File: src/rtl/fxa_pkg.sv
package fxa_pkg;
  localparam int DW = 16;

  typedef struct packed {
    logic ov;
    logic sgn;
    logic cy;
    logic zr;
  } fxa_flags_t;

  typedef struct packed {
    logic [DW-1:0] sum;
    fxa_flags_t    fl;
  } fxa_res_t;

  typedef enum logic [2:0] {
    OP_TO, OP_WITH, OP_FROM, OP_ALT, OP_ARITH, OP_OTHER
  } fxa_op_e;

  // Add two operands plus carry-in and derive the four flags from the sum.
  function automatic fxa_res_t fxa_add(input logic [DW-1:0] a,
                                       input logic [DW-1:0] b,
                                       input logic cin);
    logic [DW:0] w;
    fxa_res_t    r;
    w        = {1'b0, a} + {1'b0, b} + (DW+1)'(cin);
    r.sum    = w[DW-1:0];
    r.fl.cy  = w[DW];
    r.fl.sgn = w[DW-1];
    r.fl.ov  = (a[DW-1] == b[DW-1]) && (w[DW-1] != a[DW-1]);
    r.fl.zr  = (w[DW-1:0] == '0);
    return r;
  endfunction

  // Sort an opcode byte into one of the groups the unit handles.
  function automatic fxa_op_e fxa_classify(input logic [7:0] b);
    case (b[7:4])
      4'h1:    return OP_TO;
      4'h2:    return OP_WITH;
      4'hB:    return OP_FROM;
      4'h3:    return (b[3:0] >= 4'hD) ? OP_ALT : OP_OTHER;
      4'h5:    return OP_ARITH;
      default: return OP_OTHER;
    endcase
  endfunction
endpackage

File: src/rtl/fxa_prefix.sv
module fxa_prefix
  import fxa_pkg::*;
#(
  parameter int IDX_W = 4
) (
  input  logic             clk,
  input  logic             rst,
  input  logic             load,
  input  logic [7:0]       byte_i,
  input  logic             clr,
  output logic             alt_a,
  output logic             alt_b,
  output logic [IDX_W-1:0] src,
  output logic [IDX_W-1:0] dst
);
  logic    bsel;
  fxa_op_e cls;
  assign cls = fxa_classify(byte_i);

  always_ff @(posedge clk) begin
    if (rst || clr) begin
      alt_a <= 1'b0;
      alt_b <= 1'b0;
      bsel  <= 1'b0;
      src   <= '0;
      dst   <= '0;
    end else if (load) begin
      case (cls)
        OP_ALT: begin
          alt_a <= alt_a | byte_i[0];
          alt_b <= alt_b | byte_i[1];
        end
        OP_WITH: begin
          src  <= IDX_W'(byte_i[3:0]);
          dst  <= IDX_W'(byte_i[3:0]);
          bsel <= 1'b1;
        end
        OP_FROM: src <= IDX_W'(byte_i[3:0]);
        OP_TO:   dst <= IDX_W'(byte_i[3:0]);
        default: ;
      endcase
    end
  end


  prefix_clear_chk: assert property (@(posedge clk) disable iff (rst)
    clr |=> (!alt_a && !alt_b && !bsel && src == '0 && dst == '0));


  with_pair_chk: assert property (@(posedge clk) disable iff (rst)
    (load && !clr && cls == OP_WITH) |=> (src == dst && bsel));
endmodule

File: src/rtl/fxa_regfile.sv
module fxa_regfile #(
  parameter int IDX_W = 4,
  parameter int DW    = 16
) (
  input  logic             clk,
  input  logic             rst,
  input  logic             we,
  input  logic [IDX_W-1:0] wa,
  input  logic [DW-1:0]    wd,
  input  logic [IDX_W-1:0] ra,
  input  logic [IDX_W-1:0] rb,
  input  logic [IDX_W-1:0] rc,
  output logic [DW-1:0]    qa,
  output logic [DW-1:0]    qb,
  output logic [DW-1:0]    qc
);
  localparam int NREG = 1 << IDX_W;

  logic [NREG-1:0][DW-1:0] flat;

  for (genvar g = 0; g < NREG; g++) begin : g_reg
    logic [DW-1:0] q;
    always_ff @(posedge clk) begin
      if (rst)                           q <= '0;
      else if (we && wa == IDX_W'(g))    q <= wd;
    end
    assign flat[g] = q;
  end

  assign qa = flat[ra];
  assign qb = flat[rb];
  assign qc = flat[rc];
endmodule

File: src/rtl/fxa_timer.sv
module fxa_timer #(
  parameter int LAT_CACHE = 2,
  parameter int LAT_MEM   = 6
) (
  input  logic clk,
  input  logic rst,
  input  logic start,
  input  logic from_cache,
  output logic busy,
  output logic fire
);
  localparam int LMAX  = (LAT_CACHE > LAT_MEM) ? LAT_CACHE : LAT_MEM;
  localparam int CNT_W = $clog2(LMAX + 1);

  logic [CNT_W-1:0] cnt;

  always_ff @(posedge clk) begin
    if (rst) begin
      busy <= 1'b0;
      cnt  <= '0;
    end else if (start) begin
      busy <= 1'b1;
      cnt  <= from_cache ? CNT_W'(LAT_CACHE - 1) : CNT_W'(LAT_MEM - 1);
    end else if (busy) begin
      if (cnt == '0) busy <= 1'b0;
      else           cnt  <= cnt - 1'b1;
    end
  end

  assign fire = busy && (cnt == '0);
endmodule

File: src/rtl/adc_exec_unit.sv
module adc_exec_unit
  import fxa_pkg::*;
#(
  parameter int LAT_CACHE = 2,
  parameter int LAT_MEM   = 6
) (
  input  logic        clk,
  input  logic        rst,
  input  logic        in_valid,
  input  logic [7:0]  in_byte,
  input  logic        from_cache,
  output logic        in_ready,
  output logic        done,
  output logic [3:0]  wr_idx,
  output logic [15:0] wr_data,
  output logic [3:0]  flags_o,
  input  logic [3:0]  obs_idx,
  output logic [15:0] obs_data
);
  localparam int IDX_W = 4;

  fxa_op_e    cls;
  logic       acc, pre_ld, arith_go, other_go, busy, fire;
  logic       alt_a, alt_b;
  logic [IDX_W-1:0] src, dst, pend_dst;
  logic [DW-1:0] rd_src, rd_opnd, opnd_b;
  fxa_res_t   res, pend;
  fxa_flags_t flags;
  logic       done_q;

  assign cls      = fxa_classify(in_byte);
  assign acc      = in_valid && in_ready;
  assign pre_ld   = acc && (cls == OP_ALT || cls == OP_WITH ||
                            cls == OP_FROM || cls == OP_TO);
  assign arith_go = acc && (cls == OP_ARITH);
  assign other_go = acc && (cls == OP_OTHER);
  assign in_ready = !busy;

  fxa_prefix #(.IDX_W(IDX_W)) u_prefix (
    .clk(clk), .rst(rst), .load(pre_ld), .byte_i(in_byte),
    .clr(fire || other_go),
    .alt_a(alt_a), .alt_b(alt_b), .src(src), .dst(dst)
  );

  fxa_regfile #(.IDX_W(IDX_W), .DW(DW)) u_rf (
    .clk(clk), .rst(rst),
    .we(fire), .wa(pend_dst), .wd(pend.sum),
    .ra(src), .rb(IDX_W'(in_byte[3:0])), .rc(obs_idx),
    .qa(rd_src), .qb(rd_opnd), .qc(obs_data)
  );

  fxa_timer #(.LAT_CACHE(LAT_CACHE), .LAT_MEM(LAT_MEM)) u_timer (
    .clk(clk), .rst(rst), .start(arith_go), .from_cache(from_cache),
    .busy(busy), .fire(fire)
  );

  // Mode bit B picks the literal form, mode bit A admits the stored carry.
  assign opnd_b = alt_b ? DW'(in_byte[3:0]) : rd_opnd;
  assign res    = fxa_add(rd_src, opnd_b, alt_a & flags.cy);

  always_ff @(posedge clk) begin
    if (rst) begin
      flags    <= '0;
      pend     <= '0;
      pend_dst <= '0;
      done_q   <= 1'b0;
    end else begin
      done_q <= fire;
      if (arith_go) begin
        pend     <= res;
        pend_dst <= dst;
      end
      if (fire) flags <= pend.fl;
    end
  end

  assign done    = done_q;
  assign wr_idx  = pend_dst;
  assign wr_data = pend.sum;
  assign flags_o = flags;


  done_single_chk: assert property (@(posedge clk) disable iff (rst)
    done |=> !done);


  busy_hold_chk: assert property (@(posedge clk) disable iff (rst)
    arith_go |=> !in_ready);


  prefix_flags_chk: assert property (@(posedge clk) disable iff (rst)
    pre_ld |=> $stable(flags_o));


  zero_match_chk: assert property (@(posedge clk) disable iff (rst)
    done |-> (flags_o[0] == (wr_data == '0)));


  sign_match_chk: assert property (@(posedge clk) disable iff (rst)
    done |-> (flags_o[2] == wr_data[15]));
endmodule

File: config.mk
export PLATFORM = sky130hd
export DESIGN_NAME = adc_exec_unit
export DESIGN_NICKNAME = d
export VERILOG_FILES = /design/src/rtl/fxa_pkg.sv /design/src/rtl/fxa_prefix.sv /design/src/rtl/fxa_regfile.sv /design/src/rtl/fxa_timer.sv /design/src/rtl/adc_exec_unit.sv
export SDC_FILE = /design/constraint.sdc
export NUM_CORES = 1
export LEC_CHECK = 0
export BUFFER_PORTS_ARGS = -buffer_cell sky130_fd_sc_hd__clkbuf_2
export CORE_UTILIZATION = 45
export CTS_BUF_LIST = sky130_fd_sc_hd__clkbuf_4 sky130_fd_sc_hd__clkbuf_8 sky130_fd_sc_hd__clkbuf_16
export DETAILED_ROUTE_END_ITERATION = 6
export SLEW_MARGIN = 40
export SYNTH_ARGS = -nofsm -noshare
export SYNTH_HDL_FRONTEND = slang
export SYNTH_SLANG_ARGS = --single-unit
File: constraint.sdc
create_clock -name clk -period 7 [get_ports clk]
set_clock_uncertainty 0.1 [all_clocks]
set_input_delay 0.7 -clock clk [delete_from_list [all_inputs] [get_ports clk]]
set_output_delay 0.7 -clock clk [all_outputs]
set_load 0.02 [all_outputs]
Yosys cells after proc, flatten, opt, wreduce, memory -nomap -nowiden
Index checks and enable logic that the tools add are counted.
W data, S select, Z words.
{"block": "classes", "n_lt_le_gt_ge": 4, "muxes": 16, "n_reduce_logical": 39, "add_sub_neg": 3, "bitwise": 3, "n_eq_ne": 28}
{"cell": "$bmux W16 S4", "count": 3}
{"cell": "$mux W16", "count": 4}
{"cell": "$eq A4 B4 Y1 const B", "count": 9}
{"cell": "$logic_and A1 B1 Y1", "count": 22}
{"cell": "$eq A4 B3 Y1 const B", "count": 5}
{"cell": "$add A16 B16 Y17", "count": 1}
{"cell": "$add A17 B1 Y17", "count": 1}
{"cell": "$eq A4 B2 Y1 const B", "count": 4}
{"cell": "$logic_not A16 Y1", "count": 1}
{"cell": "$lt A4 B5 Y1 const B", "count": 3}
{"cell": "$mux W3", "count": 5}
{"cell": "$pmux W3 S5", "count": 1}
{"cell": "$eq A4 B1 Y1 const B", "count": 2}
{"cell": "$reduce_and A2 Y1", "count": 4}
{"cell": "$eq A3 B2 Y1 const B", "count": 2}
{"cell": "$eq A3 B3 Y1 const B", "count": 2}
{"cell": "$logic_not A3 Y1", "count": 2}
{"cell": "$logic_or A1 B1 Y1", "count": 5}
{"cell": "$ge A4 B4 Y1 const B", "count": 1}
{"cell": "$logic_not A4 Y1", "count": 1}
{"cell": "$reduce_or A2 Y1", "count": 2}
{"cell": "$eq A3 B1 Y1 const B", "count": 1}
{"cell": "$mux W1", "count": 3}
{"cell": "$sub A3 B1 Y3 const B", "count": 1}
{"cell": "other kinds (7)", "count": 8}
{"block": "word_totals", "out_inout_bits": 42, "regBits": 299, "wordCells": 126, "input_bits": 16}

Longest topological paths before layout
Gate-level depths: netlist of run 1.
{"block": "logic_depth", "ltp_word": 9, "depth_mapped": 16}

By module
Synthesis of run 1 repeated with hierarchy kept, for this count alone.
{"block": "unflattened", "cells_unflattened": 1958, "hier_area_um2": 18391.4}
{"module": "fxa_regfile", "cells_per_inst": 1621, "area_each_um2": 15641.3, "instances": 1}
{"module": "adc_exec_unit", "cells_per_inst": 269, "area_each_um2": 2117.0, "instances": 1}
{"module": "fxa_prefix", "cells_per_inst": 45, "area_each_um2": 417.9, "instances": 1}
{"module": "fxa_timer", "cells_per_inst": 23, "area_each_um2": 215.2, "instances": 1}

Worst setup path before layout of run 1
Ideal clock, no wire load.
{"block": "synth_path", "kind": "in2reg", "from": "input port in_byte[0]", "to": "register pend[0] (netlist bit)", "n_path_buf": 2, "arrival_time_ns": 4.845, "cell_stages": 15, "path_slack_ns": 1.970, "cell_sequence": "clkbuf_1 -> buf_2 -> mux4_2 -> mux4_2 -> mux2_2 -> fa_1 -> fa_1 -> a211o_1 -> a211oi_4 -> o21ai_2 -> a31oi_4 -> xnor2_1 -> nor4_1 -> nand4_1 -> o31ai_2"}
{"block": "synth_between", "elab_chain_cells": 6, "word_cells_on_any_way": 11, "cone_classes": "2 x add/sub; 1 x order compare; 1 x eq/ne; 5 x mux; 2 x reduce/logical"}
{"element": "start, declared", "line_no": "adc_exec_unit.sv:10", "text": "input logic [7:0] in_byte,"}
{"element": "$bmux W16 S4", "line_no": "fxa_regfile.sv:31", "text": "assign qb = flat[rb];"}
{"element": "$mux W16 (implied by the code)", "line_no": "fxa_regfile.sv:31"}
{"element": "$mux W16", "line_no": "adc_exec_unit.sv:58", "text": "assign opnd_b = alt_b ? DW'(in_byte[3:0]) : rd_opnd;"}
{"element": "$add A16 B16 Y17", "line_no": "fxa_pkg.sv:26", "text": "w = {1'b0, a} + {1'b0, b} + (DW+1)'(cin);"}
{"element": "$add A17 B1 Y17", "line_no": "fxa_pkg.sv:26"}
{"element": "$logic_not A16 Y1", "line_no": "fxa_pkg.sv:31", "text": "r.fl.zr = (w[DW-1:0] == '0);"}
{"element": "end signal, assigned", "line_no": "adc_exec_unit.sv:70", "text": "pend <= res;"}
{"element": "end, declared", "line_no": "adc_exec_unit.sv:27", "text": "fxa_res_t res, pend;"}
Several ways; a longest one is shown, not always the timed one. The select of a mux whose other input is x is not followed.
A chain may end at the register's enable or synchronous reset.

Final worst setup path of run 1
Ends and elaborated chain as after synthesis.

==> results of run 1 <==
cell families (layout without fill, tap and decap cells):
| kind of cell | after synthesis | in the layout | synth area share |
|---|---|---|---|
| buffers and inverters | 185 | 166 | 0.0455 |
| DFF | 298 | 298 | 0.347 |
| AOI/OAI and AO/OA | 334 | 334 | 0.106 |
| xor gates and xnor gates | 17 | 17 | 0.00867 |
| adders and majority gates | 19 | 19 | 0.0147 |
| and+or+nand+nor | 683 | 683 | 0.157 |
| muxes | 252 | 252 | 0.321 |
area by class of cell:
cell class                 count  area, sq um
clock buffer                  46         1010
inverter                       7         26.3
timing repair buffer         100          662
sequential                   298         5980
multi-input combinational   1305        10500
clock inverter                13          143
tap                          511          639
fill                        3418        18700
synth_stat cells (2+ instances only):
cell                         n  area [sq um]
sky130_fd_sc_hd__nor3_1     11          55.1
sky130_fd_sc_hd__clkbuf_1  128           480
sky130_fd_sc_hd__xnor2_1    12           105
sky130_fd_sc_hd__a21o_1      6          45.0
sky130_fd_sc_hd__nor4_1      3          18.8
sky130_fd_sc_hd__mux2_2      4          45.0
sky130_fd_sc_hd__mux4_2    238          5360
sky130_fd_sc_hd__and3_1      5          31.3
sky130_fd_sc_hd__fa_1        2          40.0
sky130_fd_sc_hd__a211oi_1    7          52.6
sky130_fd_sc_hd__and2_1      3          18.8
sky130_fd_sc_hd__nor2b_1    19           119
sky130_fd_sc_hd__o21ai_0     8          40.0
sky130_fd_sc_hd__nand2_1   568          2130
sky130_fd_sc_hd__nand2b_1    3          18.8
sky130_fd_sc_hd__nand3_1    12          60.1
sky130_fd_sc_hd__ha_1       17           213
sky130_fd_sc_hd__inv_1       7          26.3
sky130_fd_sc_hd__o211ai_1    3          22.5
sky130_fd_sc_hd__buf_2      21           105
sky130_fd_sc_hd__o21a_1      2          15.0
sky130_fd_sc_hd__xor2_1      5          43.8
sky130_fd_sc_hd__o31ai_1     4          30.0
sky130_fd_sc_hd__buf_4      16           120
sky130_fd_sc_hd__buf_1      13          48.8
sky130_fd_sc_hd__mux2i_1    10           100
sky130_fd_sc_hd__a21oi_1   286          1430
sky130_fd_sc_hd__a21o_2      2          17.5
sky130_fd_sc_hd__dfxtp_1   298          5970
sky130_fd_sc_hd__nor2_1     52           195
placed cells by master, fill, tap and decap left out, types with 17 or more instances in the layout:
master                      instances
sky130_fd_sc_hd__nand2_1          564
sky130_fd_sc_hd__dfxtp_1          292
sky130_fd_sc_hd__a21oi_1          286
sky130_fd_sc_hd__mux4_2           238
sky130_fd_sc_hd__nor2_1            51
sky130_fd_sc_hd__clkbuf_2          50
sky130_fd_sc_hd__buf_4             42
sky130_fd_sc_hd__clkbuf_16         37
sky130_fd_sc_hd__nor2b_1           19
sky130_fd_sc_hd__ha_1              17
power by group:
| group | switching (mW) | internal, mW | leakage, nW |
|---|---|---|---|
| clock network | 0.741 | 1.12 | 0.574 |
| registers | 0.00596 | 1.70 | 2.40 |
| logic | 0.107 | 0.0535 | 3.23 |
sequential cells by signal, indices dropped and copies added, names as in the netlist:
signal / cells
done: 1
flags_o: 4
pend: 3
u_prefix.alt_a: 1
u_prefix.alt_b: 1
u_prefix.dst: 4
u_prefix.src: 4
u_rf.g.q: 256
u_timer.busy: 1
u_timer.cnt: 3
wr_data: 16
wr_idx: 4
path summary, 6_finish.rpt:
check                        from              to  slack [ns]  cells after the start
setup reg to reg  u_prefix.src[0]         pend[0]        2.11                     13
hold / removal         from_cache  u_timer.cnt[2]        0.25                      2
hold reg to reg   u_prefix.dst[0]       wr_idx[0]        0.35                      2
setup / recovery       in_byte[0]         pend[0]        1.96                     14
layer usage:
layer	track usage	wire, um	vias up
li1	-	-	6302
met1	0.421	23100	7112
met2	0.477	26800	876
met3	0.0697	6980	166
met4	0.146	2770	2
met5	0	13	-
worst max-delay path, cell delays in order:
cell	delay, ns
sky130_fd_sc_hd__buf_4	0.54
sky130_fd_sc_hd__mux4_2	0.59
sky130_fd_sc_hd__mux4_2	0.48
sky130_fd_sc_hd__mux2_2	0.29
sky130_fd_sc_hd__fa_1	0.46
sky130_fd_sc_hd__fa_1	0.53
sky130_fd_sc_hd__a211o_1	0.35
sky130_fd_sc_hd__a211oi_4	0.32
sky130_fd_sc_hd__o21ai_2	0.14
sky130_fd_sc_hd__a31oi_4	0.20
sky130_fd_sc_hd__xnor2_1	0.10
sky130_fd_sc_hd__nor4_1	0.32
sky130_fd_sc_hd__nand4_1	0.15
sky130_fd_sc_hd__o31ai_2	0.19
per-stage QoR:
| step | setup slack (ns) | util | cell area, sq um | total power [mW] |
|---|---|---|---|---|
| after global placement | 1.48 | 0.471 | 17700 | 1.90 |
| after detailed placement | 1.45 | 0.472 | 17700 | 1.90 |
| after CTS | 1.98 | 0.502 | 18900 | 3.74 |
| after global routing | 1.78 | 0.503 | 18900 | 3.82 |
| final | 1.96 | 0.503 | 18900 | 3.73 |
| after floorplan | 1.97 | - | 17200 | 1.86 |
==> metrics.txt, run 1 <==
# TYPE chip_impl_metric gauge
chip_impl_metric{name="dr.pass1.iters",unit=""} 6
chip_impl_metric{name="cts_buffer_depth",unit=""} 3
chip_impl_metric{name="grt_use_total",unit=""} 0.312
chip_impl_metric{name="hold_slack",unit="ns"} 0.245
chip_impl_metric{name="post_cts.repair.setup_buffers",unit=""} 0
chip_impl_metric{name="wl",unit="um"} 59700
chip_impl_metric{name="antenna_found_initial",unit=""} 1
chip_impl_metric{name="instances_no_fill",unit=""} 2280
chip_impl_metric{name="pin_count_of_the_biggest_net_entering_global_routing",unit=""} 112
chip_impl_metric{name="dieHeight",unit="um"} 197
chip_impl_metric{name="dieWidth",unit="um"} 197
chip_impl_metric{name="syn_to_final_growth",unit="%"} 10.2
chip_impl_info{name="outcome",value="completed"} 1
chip_impl_metric{name="power_per_cell_area",unit="nW/um^2"} 197
chip_impl_metric{name="fin_crit_sh",unit=""} 0.720
chip_impl_metric{name="grt_overflow",unit=""} 0
chip_impl_info{name="hold_path_class",value="in2reg"} 1
chip_impl_metric{name="antenna-diode-count",unit=""} 0
chip_impl_metric{name="layout.nets",unit=""} 1781
chip_impl_metric{name="vias",unit=""} 14500
chip_impl_metric{name="critPathMaxFanout",unit=""} 32
chip_impl_metric{name="count_of_endpoints_failing_hold_in_the_final_timing_report",unit=""} 0
chip_impl_metric{name="totalNegativeSetupSlack",unit="ns"} 0
chip_impl_metric{name="post_synth_edffs",unit=""} 0
chip_impl_info{name="cts_root_buffer",value="sky130_fd_sc_hd__clkbuf_16"} 1
chip_impl_metric{name="layout-drive-gt1-share",unit=""} 0.239
chip_impl_metric{name="post_cts_hold_buffer_count",unit=""} 0
chip_impl_metric{name="placementRows",unit=""} 71
chip_impl_metric{name="ir_worst_vdd",unit="mV"} 0.158
chip_impl_info{name="cts_tree",value="built"} 1
chip_impl_info{name="setup.worst_path.class",value="in2reg"} 1
chip_impl_metric{name="yosys.cell_types.count",unit=""} 53
chip_impl_metric{name="clock.fmax",unit="MHz"} 198
chip_impl_metric{name="start_util",unit=""} 0.457
chip_impl_metric{name="cts.htree.levels",unit=""} 2
chip_impl_metric{name="route.detailed.vias_per_inst",unit=""} 6.34
chip_impl_metric{name="syn_area",unit="sq um"} 17200
chip_impl_metric{name="tightestPinTransition",unit="ns"} 0.862
chip_impl_metric{name="postRouteAntennaNets",unit=""} 0
chip_impl_metric{name="required_time_worst_endpoint",unit="ns"} 7.35
chip_impl_metric{name="cts_repair_resize_count",unit=""} 0
chip_impl_metric{name="slew_headroom",unit=""} 0.424
chip_impl_metric{name="drt-wirelength-per-cell",unit="um"} 26.2
chip_impl_metric{name="post_synth.cell_area_avg",unit="sq um"} 9.60
chip_impl_metric{name="die-area",unit="sq um"} 38900
chip_impl_metric{name="detailed_place_hpwl",unit="um"} 34600
chip_impl_metric{name="iteration_0_drc_count_of_the_detailed_router",unit=""} 1894
chip_impl_metric{name="final_period_minus_worst_setup_slack",unit="ns"} 5.04
chip_impl_info{name="synthFlopType",value="sky130_fd_sc_hd__dfxtp_1"} 1
chip_impl_metric{name="clk_transition_reported_paths",unit="ns"} 0.06
chip_impl_metric{name="synthesis.nets",unit=""} 1823
chip_impl_metric{name="io_buffers",unit=""} 57
chip_impl_metric{name="cts_num_sinks",unit=""} 298
chip_impl_metric{name="place_congestion",unit=""} 0.922
chip_impl_metric{name="cp_data_arrival_time",unit="ns"} 5.39
chip_impl_metric{name="core_area",unit="sq um"} 37600
chip_impl_info{name="critical_path.startpoint_type",value="input pin"} 1
chip_impl_metric{name="ys_seq_elements",unit=""} 298
chip_impl_metric{name="drv.max_cap_violation_count",unit=""} 0
chip_impl_metric{name="route.detailed.drc",unit=""} 0
chip_impl_metric{name="worstSkewPairLatency",unit="ns"} 0.54
chip_impl_metric{name="yosysWarningCount",unit=""} 0
chip_impl_metric{name="setup_viol",unit=""} 0
chip_impl_info{name="critical_path_end_type",value="register"} 1
chip_impl_metric{name="postSynth.asyncResetShare",unit=""} 0
chip_impl_metric{name="cts_made_buffers",unit=""} 34
chip_impl_metric{name="ioPinCount",unit=""} 58
chip_impl_metric{name="static-leakage-power",unit="nW"} 6.20
chip_impl_metric{name="grt_pass1_vias",unit=""} 13600
chip_impl_metric{name="postSynthCellCount",unit=""} 1788
chip_impl_metric{name="dp.cells",unit=""} 2219
chip_impl_info{name="rsz0062_at_grt",value="false"} 1
chip_impl_metric{name="grt_first_pass_wirelength",unit="um"} 88300
chip_impl_metric{name="synth_sequential_area_ratio",unit=""} 0.347
chip_impl_metric{name="maxSlewViolCount",unit=""} 0
Power figures use the tool's default switching activity.
==> run 2: changes to the inputs <==
--- a/config.mk
+++ b/config.mk
@@ -5,6 +5,7 @@
 export SDC_FILE = /design/constraint.sdc
 export NUM_CORES = 1
 export LEC_CHECK = 0
+export ABC_AREA = 1
 export BUFFER_PORTS_ARGS = -buffer_cell sky130_fd_sc_hd__clkbuf_2
 export CORE_UTILIZATION = 45
 export CTS_BUF_LIST = sky130_fd_sc_hd__clkbuf_4 sky130_fd_sc_hd__clkbuf_8 sky130_fd_sc_hd__clkbuf_16
==> constraint.sdc (replaced) <==
create_clock -name clk -period 4.8 [get_ports clk]
set_clock_uncertainty 0.1 [all_clocks]
set_input_delay 0.48 -clock clk [delete_from_list [all_inputs] [get_ports clk]]
set_output_delay 0.48 -clock clk [all_outputs]
set_load 0.02 [all_outputs]
==> metrics.txt, run 2 <==
# TYPE chip_impl_metric gauge
chip_impl_metric{name="antenna_found_initial",unit=""} 1
chip_impl_metric{name="fin_crit_sh",unit=""} 0.788
chip_impl_metric{name="detailed_place_hpwl",unit="um"} 43800
chip_impl_info{name="hold_path_class",value="in2reg"} 1
chip_impl_info{name="cts_tree",value="built"} 1
chip_impl_metric{name="route.detailed.drc",unit=""} 0
chip_impl_info{name="worst_path_max_delay_cell",value="sky130_fd_sc_hd__dfxtp_4"} 1
chip_impl_metric{name="drt-wirelength-per-cell",unit="um"} 22.7
chip_impl_info{name="synthTopCellsByArea",value="sky130_fd_sc_hd__dfxtp_1, sky130_fd_sc_hd__a21oi_1, sky130_fd_sc_hd__o21ai_0, sky130_fd_sc_hd__nand2_1, sky130_fd_sc_hd__inv_1"} 1
chip_impl_metric{name="largest_register_ffs",unit=""} 256
chip_impl_metric{name="antenna-diode-count",unit=""} 0
chip_impl_info{name="cts_root_buffer",value="sky130_fd_sc_hd__clkbuf_16"} 1
chip_impl_metric{name="grt_pass1_vias",unit=""} 17200
chip_impl_metric{name="synth_sequential_area_ratio",unit=""} 0.335
chip_impl_metric{name="static-leakage-power",unit="nW"} 7.27
chip_impl_info{name="setup.worst_path.class",value="reg2reg"} 1
chip_impl_metric{name="required_time_worst_endpoint",unit="ns"} 5.16
chip_impl_info{name="rsz0062_at_grt",value="false"} 1
chip_impl_metric{name="post_cts_hold_buffer_count",unit=""} 0
chip_impl_metric{name="post-place-ws",unit="ns"} 0.824
chip_impl_metric{name="cts_repair_resize_count",unit=""} 0
chip_impl_metric{name="layout.nets",unit=""} 2611
chip_impl_metric{name="cts_num_sinks",unit=""} 298
chip_impl_metric{name="post_synth_edffs",unit=""} 0
chip_impl_metric{name="fillerInstances",unit=""} 3908
chip_impl_metric{name="grt_first_pass_wirelength",unit="um"} 106000
chip_impl_info{name="most-common-layout-cells",value="sky130_fd_sc_hd__o21ai_0, sky130_fd_sc_hd__a21oi_1, sky130_fd_sc_hd__dfxtp_1, sky130_fd_sc_hd__nand2_1, sky130_fd_sc_hd__inv_1"} 1
chip_impl_metric{name="critPathBufInv",unit=""} 2
chip_impl_metric{name="instances_no_fill",unit=""} 3120
chip_impl_metric{name="cts_buffer_depth",unit=""} 3
chip_impl_metric{name="syn_to_final_growth",unit="%"} 8.76
chip_impl_metric{name="yosysWarningCount",unit=""} 0
chip_impl_metric{name="vias",unit=""} 19400
chip_impl_metric{name="slew_headroom",unit=""} 0.357
chip_impl_metric{name="ys_seq_elements",unit=""} 298
chip_impl_metric{name="power_per_cell_area",unit="nW/um^2"} 299
chip_impl_info{name="crit_family",value="compound AO/OA/AOI/OAI gates"} 1
chip_impl_info{name="outcome",value="completed"} 1
chip_impl_info{name="synthFlopType",value="sky130_fd_sc_hd__dfxtp_1"} 1
chip_impl_metric{name="dieWidth",unit="um"} 201
chip_impl_metric{name="count_of_endpoints_failing_hold_in_the_final_timing_report",unit=""} 0
chip_impl_metric{name="postRouteAntennaNets",unit=""} 0
chip_impl_metric{name="dp.cells",unit=""} 3055
chip_impl_info{name="critical_path_end_type",value="register"} 1
chip_impl_metric{name="io_buffers",unit=""} 57
chip_impl_metric{name="final_period_minus_worst_setup_slack",unit="ns"} 3.78
chip_impl_metric{name="finalWorstSetupSlack",unit="ns"} 1.02
chip_impl_metric{name="route.detailed.vias_per_inst",unit=""} 6.22
chip_impl_metric{name="die-area",unit="sq um"} 40300
chip_impl_metric{name="post-synth-top-area-fraction",unit=""} 0.335
chip_impl_metric{name="critPathMaxFanout",unit=""} 63
chip_impl_metric{name="iteration_0_drc_count_of_the_detailed_router",unit=""} 2524
chip_impl_metric{name="place_congestion",unit=""} 0.926
chip_impl_info{name="yosys.area.top_type",value="sky130_fd_sc_hd__dfxtp_1"} 1
chip_impl_metric{name="cts.htree.levels",unit=""} 2
chip_impl_metric{name="totalNegativeSetupSlack",unit="ns"} 0
chip_impl_metric{name="cts_made_buffers",unit=""} 37
chip_impl_metric{name="pin_count_of_the_biggest_net_entering_global_routing",unit=""} 180
chip_impl_metric{name="yosys.cell_types.count",unit=""} 46
chip_impl_metric{name="synthesis.nets",unit=""} 2712
chip_impl_metric{name="tightestPinTransition",unit="ns"} 0.963
chip_impl_metric{name="hold_slack",unit="ns"} 0.107
chip_impl_metric{name="drv.max_cap_violation_count",unit=""} 0
chip_impl_metric{name="sequential_cell_area",unit="sq um"} 5970
chip_impl_metric{name="setup_viol",unit=""} 0
chip_impl_metric{name="grt_use_total",unit=""} 0.342
chip_impl_info{name="crit_top_cell",value="sky130_fd_sc_hd__nand2_1"} 1
chip_impl_metric{name="placementRows",unit=""} 72
chip_impl_metric{name="critPathMaxStageDelay",unit="ns"} 0.71
chip_impl_info{name="synth_top_cells_by_count",value="sky130_fd_sc_hd__a21oi_1, sky130_fd_sc_hd__o21ai_0, sky130_fd_sc_hd__dfxtp_1"} 1
chip_impl_metric{name="clock.fmax",unit="MHz"} 265
chip_impl_metric{name="multi_input_area",unit="sq um"} 9780
chip_impl_metric{name="layout-drive-gt1-share",unit=""} 0.0853
chip_impl_metric{name="wl",unit="um"} 70900
chip_impl_metric{name="worstSkewPairLatency",unit="ns"} 0.57
chip_impl_metric{name="post_synth.cell_area_avg",unit="sq um"} 6.65
chip_impl_metric{name="dieHeight",unit="um"} 201
chip_impl_info{name="critical_path.startpoint_type",value="register"} 1
chip_impl_info{name="crit_path_cell_trace",value="buf_4 > nor2_1 > a21oi_1 > nor2_1 > o311ai_0 > nand2_1 > inv_1 > ha_1 > a21o_1 > a21oi_1 > nand2_1 > nand2_1 > nand2_1 > nand2_1 > nand2_1 > nand3_1 > nand2_1"} 1
chip_impl_metric{name="post_cts.repair.setup_buffers",unit=""} 0
chip_impl_info{name="regMostFlops",value="u_rf.g.q"} 1
chip_impl_metric{name="postSynthCellCount",unit=""} 2677
chip_impl_metric{name="core_area",unit="sq um"} 38800
chip_impl_metric{name="postSynth.asyncResetShare",unit=""} 0
chip_impl_metric{name="grt_overflow",unit=""} 0
chip_impl_metric{name="maxSlewViolCount",unit=""} 0
chip_impl_metric{name="clk_transition_reported_paths",unit="ns"} 0.06
chip_impl_metric{name="dr.pass1.iters",unit=""} 7
chip_impl_metric{name="syn_area",unit="sq um"} 17800
chip_impl_metric{name="ioPinCount",unit=""} 58
chip_impl_metric{name="cp_data_arrival_time",unit="ns"} 4.14
chip_impl_metric{name="start_util",unit=""} 0.458
chip_impl_metric{name="ir_worst_vdd",unit="mV"} 0.277
[run 2: path summary, 6_finish.rpt]
check,to,slack (ns),depth (start not counted),startpoint
worst min-delay path,u_timer.cnt[2],0.11,3,from_cache
worst min register to register,flags_o[2],0.34,2,flags_o[2]
worst max-delay path,pend[0],1.02,17,u_prefix.src[0]
worst max register to register,pend[0],1.02,17,u_prefix.src[0]
[run 2: report_power, final]
group          switching [mW]  leakage, nW  total, mW  internal, mW
logic                   0.419         4.28      0.570         0.151
registers             0.00891         2.40       2.49          2.48
clock network            1.15        0.590       2.72          1.57
[run 2: worst min-delay path: stages]
cell and delay [ns]:
sky130_fd_sc_hd__clkbuf_2 0.08, sky130_fd_sc_hd__or2_2 0.09, sky130_fd_sc_hd__a31oi_1 0.06
[run 2: logic make-up (layout without fill, tap and decap cells)]
| kind of cell | count (synthesis) | in the layout | synth area share |
|---|---|---|---|
| DFF | 298 | 298 | 0.335 |
| AOI/OAI and AO/OA | 1323 | 1323 | 0.405 |
| muxes | 1 | 1 | 0.000563 |
| and+or+nand+nor | 538 | 538 | 0.129 |
| buffers and inverters | 497 | 422 | 0.116 |
| adders and majority gates | 19 | 19 | 0.0142 |
| xor gates and xnor gates | 1 | 1 | 0.000492 |
[run 2: per-stage QoR]
stage,total power [mW],util,instance area [sq um]
2_1_floorplan,2.90,-,17800
6_report,5.78,0.498,19300
5_1_grt,5.96,0.498,19300
4_1_cts,5.79,0.498,19300
3_3_place_gp,3.09,0.465,18100
3_5_place_dp,3.09,0.469,18200
[run 2: layout make-up]
cell class              count  area share
well taps                 518      0.0335
clock inverters            12     0.00362
clock buffers              53      0.0560
inverters                 239      0.0466
flip-flops and latches    298       0.309
repair buffers            118      0.0461
multi-input cells        1882       0.505
[run 2: routing by layer]
metal | vias to the layer above | share of wire | GRT usage
met5 | - | 0.00025 | 0
met4 | 2 | 0.055 | 0.185
met3 | 201 | 0.10 | 0.0617
met2 | 1138 | 0.42 | 0.513
met1 | 8937 | 0.42 | 0.465
li1 | 9141 | - | -
